--- src/rtl/clk_gate_map.sv ---
module clk_gate_map #(
  parameter int          SLOTS        = 64,
  parameter logic [63:0] PROTECT_MASK = 64'h0000_0000_0000_0003
) (
  input  logic        clk,
  input  logic        rst_n,
  input  logic        dis_we,
  input  logic        en_we,
  input  logic [7:0]  dis_data,
  input  logic [7:0]  en_data,
  input  logic [1:0]  rd_sel,
  output logic [31:0] rd_data,
  output logic [63:0] slot_clk_en
);
  localparam int IW = $clog2(SLOTS);

  logic [63:0] map_q, after_set, after_clr, set_vec, clr_vec;

  always_comb begin
    set_vec = '0;
    if (dis_we) begin
      if (dis_data[6]) set_vec = '1;
      else             set_vec[dis_data[IW-1:0]] = 1'b1;
    end
    clr_vec = '0;
    if (en_we) begin
      if (en_data[6]) clr_vec = '1;
      else            clr_vec[en_data[IW-1:0]] = 1'b1;
    end
  end

  assign after_set = map_q | set_vec;
  assign after_clr = after_set & ~clr_vec;

  always_ff @(posedge clk) begin
    if (!rst_n) map_q <= '0;
    else        map_q <= after_clr & ~PROTECT_MASK;
  end

  assign slot_clk_en = ~map_q;

  always_comb begin
    case (rd_sel)
      2'd0:    rd_data = map_q[31:0];
      2'd1:    rd_data = map_q[63:32];
      default: rd_data = '0;
    endcase
  end
endmodule

--- config.mk ---
export PLATFORM = sky130hd
export DESIGN_NAME = clk_gate_map
export DESIGN_NICKNAME = d
export VERILOG_FILES = /design/src/rtl/clk_gate_map.sv
export SDC_FILE = /design/constraint.sdc
export NUM_CORES = 1
export LEC_CHECK = 0
export BUFFER_PORTS_ARGS = -buffer_cell sky130_fd_sc_hd__buf_4
export CORE_MARGIN = 2
export CORE_UTILIZATION = 55
export DETAILED_ROUTE_END_ITERATION = 7
export HOLD_SLACK_MARGIN = 0.02
export PLACE_DENSITY_LB_ADDON = 0.12
export SETUP_SLACK_MARGIN = 0.3
export SLEW_MARGIN = 40
export SYNTH_ARGS = -nofsm -noshare
export SYNTH_HDL_FRONTEND = slang
export SYNTH_SLANG_ARGS = --single-unit
export TNS_END_PERCENT = 50
--- constraint.sdc ---
create_clock -name clk -period 3.4 [get_ports clk]
set_clock_uncertainty 0.1 [all_clocks]
set_input_delay 0.34 -clock clk [delete_from_list [all_inputs] [get_ports clk]]
set_output_delay 0.34 -clock clk [all_outputs]
set_load 0.02 [all_outputs]
==> reports/results.ini <==
[worst_setup_path]
cp-end-kind=primary output
rr_worst_depth=2
crit_buf_inv=2
criticalPathCategory=input pin to primary output
critPathLaunchType=input pin
path_max_fanout=32
cp_data_arrival_time_ns=1.29
cp_data_required_time_ns=2.96
path_common_cell=buf_4
crit_family=buffers and inverters
cpPeakStageDelay_ns=0.44
r2r-end=map_q[10]
critPathSlowestCell=buf_4
r2r_slack_ns=2.44
r2r_start=map_q[10]
crit_chain=buf_4 > mux2i_1 > nor2_1 > buf_4

[global_route]
grt_pass1_wl_mm=16.19
use_met1_pct=37.17
use_met2_pct=45.45
grt_util_met3_pct=7.198
antenna_found_initial=0
grt_max_degree=63
grt_pass1_vias=3175
grt.total_usage_pct=27.93
grt-busiest-layer=met2
grt_overflow_total=0

[timing]
min_period_ns=1.734
worst_slew_pin_slew_ns=0.8010
drv_slew=0
fmax_ghz=0.5767
period_share_pct=51.00
final.setup.tns_ns=0
hold_viol=0
setup_viol=0
relSlewSlack_pct=46.46
rsz0062_at_grt=false

[route]
post_drt_via_cell_ratio=5.955
routed_wl_mm=9.986
vias=3430
drc=0
wl_per_cell_um=17.34
firstDrtPassIters=5
antenna_left=0
drt_iter0_markers=268

[logic_synthesis]
yosys_warnings=0
avgSynthCellArea_um2=8.761
ys_seq_area_share_pct=34.55
synthAdderAreaFrac_pct=0
synth-xor-area-share_pct=0
synth_cell_types=37
ys_ff_latch=62
synthCells=410
synthSimpleGateAreaFrac_pct=17.83
syn-cell-area_um2=3592
synth_top_family_by_area=compound AO/OA/AOI/OAI gates
synthMuxAreaShare_pct=8.359
synth_compound_area_share_pct=26.19

[power_and_ir_drop]
p_seq_share_pct=43.3
leakage_nw=1.802
swShare_pct=30.59
p_comb_share_pct=22.6
vdd_drop_max_mv=0.2944
netSwitchingPower_mw=0.5690
p_int_mw=1.291
p_per_area_nw_per_um2=411.8
p_clk_share_pct=34.1

[clocking]
holdBufCountCts=0
clock_latency_ns=0.34
cts.path.max_buffers=2
cts.sinks=62
cts_tree=yes
cts_resized=0
clockRootBuffer=clkbuf_8
h-tree-depth=3
numCtsBuffers=9
post-cts-setup-buffer-count=0
clk_pin_slew_ns=0.07

[floorplan]
num_rows=29
io_pins=118
die-width_um=84.82
fp.coreArea_um2=6350
initial_utilization_pct=56.57
dieArea_um2=7194
fp.dieH_um=84.82

[cells_and_area]
finalNonFillerCells=576
diodes=0
drive_above_1_share_pct=30.46
regMostFlops=map_q
fin_nets=517
mostFrequentLayoutCell=a211oi_1
top_regs=map_q (62)
mostFrequentLayoutCells=a211oi_1 (115), buf_4 (114), inv_1 (63)
largest_reg_flops=62
postLayoutCoreUtil_pct=71.13
syn2layout_area_growth_pct=25.74
final_area_um2=4517

[hold_path]
whs_endpoint=map_q[41]
min_path_cells=2
hold_path.class=input pin to flip-flop
hp-start=en_data[3]

[placed_design]
dpl.hpwl_mm=6.791
port_buffers=113
post_dp_cell_area_um2=4328
gp_congestion=0.8805
dp.cells=561

[run]
cap_violations=0

[outcome]
status=complete, no violations

## cell usage after synthesis
| library cell | instances | area [um^2] |
|---|---|---|
| a211oi_1 | 115 | 863.3 |
| inv_1 | 63 | 236.5 |
| dfxtp_1 | 62 | 1241 |
| nor2_1 | 41 | 153.9 |
| mux2i_1 | 30 | 300.3 |
| buf_2 | 17 | 85.08 |
| clkbuf_1 | 11 | 41.29 |
| buf_4 | 6 | 45.04 |
| nor3b_1 | 6 | 45.04 |
| and3b_1 | 5 | 43.79 |
| nand2_1 | 5 | 18.77 |
| nor3b_2 | 5 | 62.56 |
| buf_6 | 4 | 45.04 |
| a311oi_1 | 3 | 26.28 |
| and3_1 | 3 | 18.77 |
| and4b_4 | 3 | 41.29 |
| and2_1 | 2 | 12.51 |
| and4bb_2 | 2 | 25.02 |
| and4bb_4 | 2 | 32.53 |
| buf_1 | 2 | 7.510 |
| nand2b_1 | 2 | 12.51 |
| nand4_1 | 2 | 12.51 |
| nor2b_1 | 2 | 12.51 |
| nor3_1 | 2 | 10.01 |
| nor3b_4 | 2 | 37.54 |
| nor4b_4 | 2 | 47.55 |
| a211oi_2 | 1 | 12.51 |
| a221oi_1 | 1 | 8.760 |
| a221oi_2 | 1 | 15.01 |
| a311oi_2 | 1 | 15.01 |
| and3b_2 | 1 | 10.01 |
| and4_1 | 1 | 8.760 |
| and4b_1 | 1 | 10.01 |
| clkbuf_2 | 1 | 5.000 |
| conb_1 | 1 | 3.750 |
| nor3_2 | 1 | 10.01 |
| nor4b_2 | 1 | 15.01 |
## stage by stage
| stage | total power [mW] | hold slack [ns] | setup WS [ns] |
|---|---|---|---|
| CTS | 1.863 | 0.1747 | 1.673 |
| detailed placement | 1.238 | 0.4664 | 1.629 |
| finish | 1.860 | 0.1874 | 1.666 |
| floorplan | 1.092 | 0.4234 | 1.616 |
| global route | 1.933 | 0.1916 | 1.592 |
| global placement | 1.229 | 0.4437 | 1.553 |
## routing by layer
layer	vias up	share of wire, %
li1	1651	-
met1	1620	44
met2	141	49
met3	18	6.6
met4	0	1.1
met5	-	0
## layout make-up
| cell class | count | area (um^2) |
|---|---|---|
| multi-input combinational | 245 | 1898 |
| fill | 505 | 1833 |
| sequential | 62 | 1241 |
| timing repair buffer | 114 | 855.8 |
| inverter | 63 | 236.5 |
| clock buffer | 11 | 141.4 |
| tap | 77 | 96.34 |
| clock inverter | 4 | 47.55 |
## power groups by stage
stage               registers (mW)  clock network, mW  logic, mW
global route                 0.811              0.670      0.452
detailed placement           0.822                  0      0.416
finish                       0.806              0.635      0.420
CTS                          0.806              0.638      0.419
floorplan                    0.810                  0      0.282
global placement             0.820                  0      0.408
## worst max path at each step
stage,start,endpoint,slack [ns],depth (start not counted)
after floorplan,rd_sel[0],rd_data[0],1.62,3
after global placement,en_we,map_q[47],1.55,4
after detailed placement,dis_we,map_q[47],1.63,5
after CTS,rd_sel[0],rd_data[2],1.67,4
after global routing,rd_sel[0],rd_data[5],1.59,4
final,rd_sel[0],rd_data[7],1.67,4
## logic make-up (layout without fill, tap and decap cells)
| family | after synthesis | after routing |
|---|---|---|
| AO/OA/AOI/OAI | 122 | 122 |
| buffers and inverters | 104 | 192 |
| flip-flops | 62 | 62 |
| multiplexers | 30 | 30 |
| other | 1 | 2 |
| AND/OR/NAND/NOR | 91 | 91 |
Power figures use the tool's default switching activity.
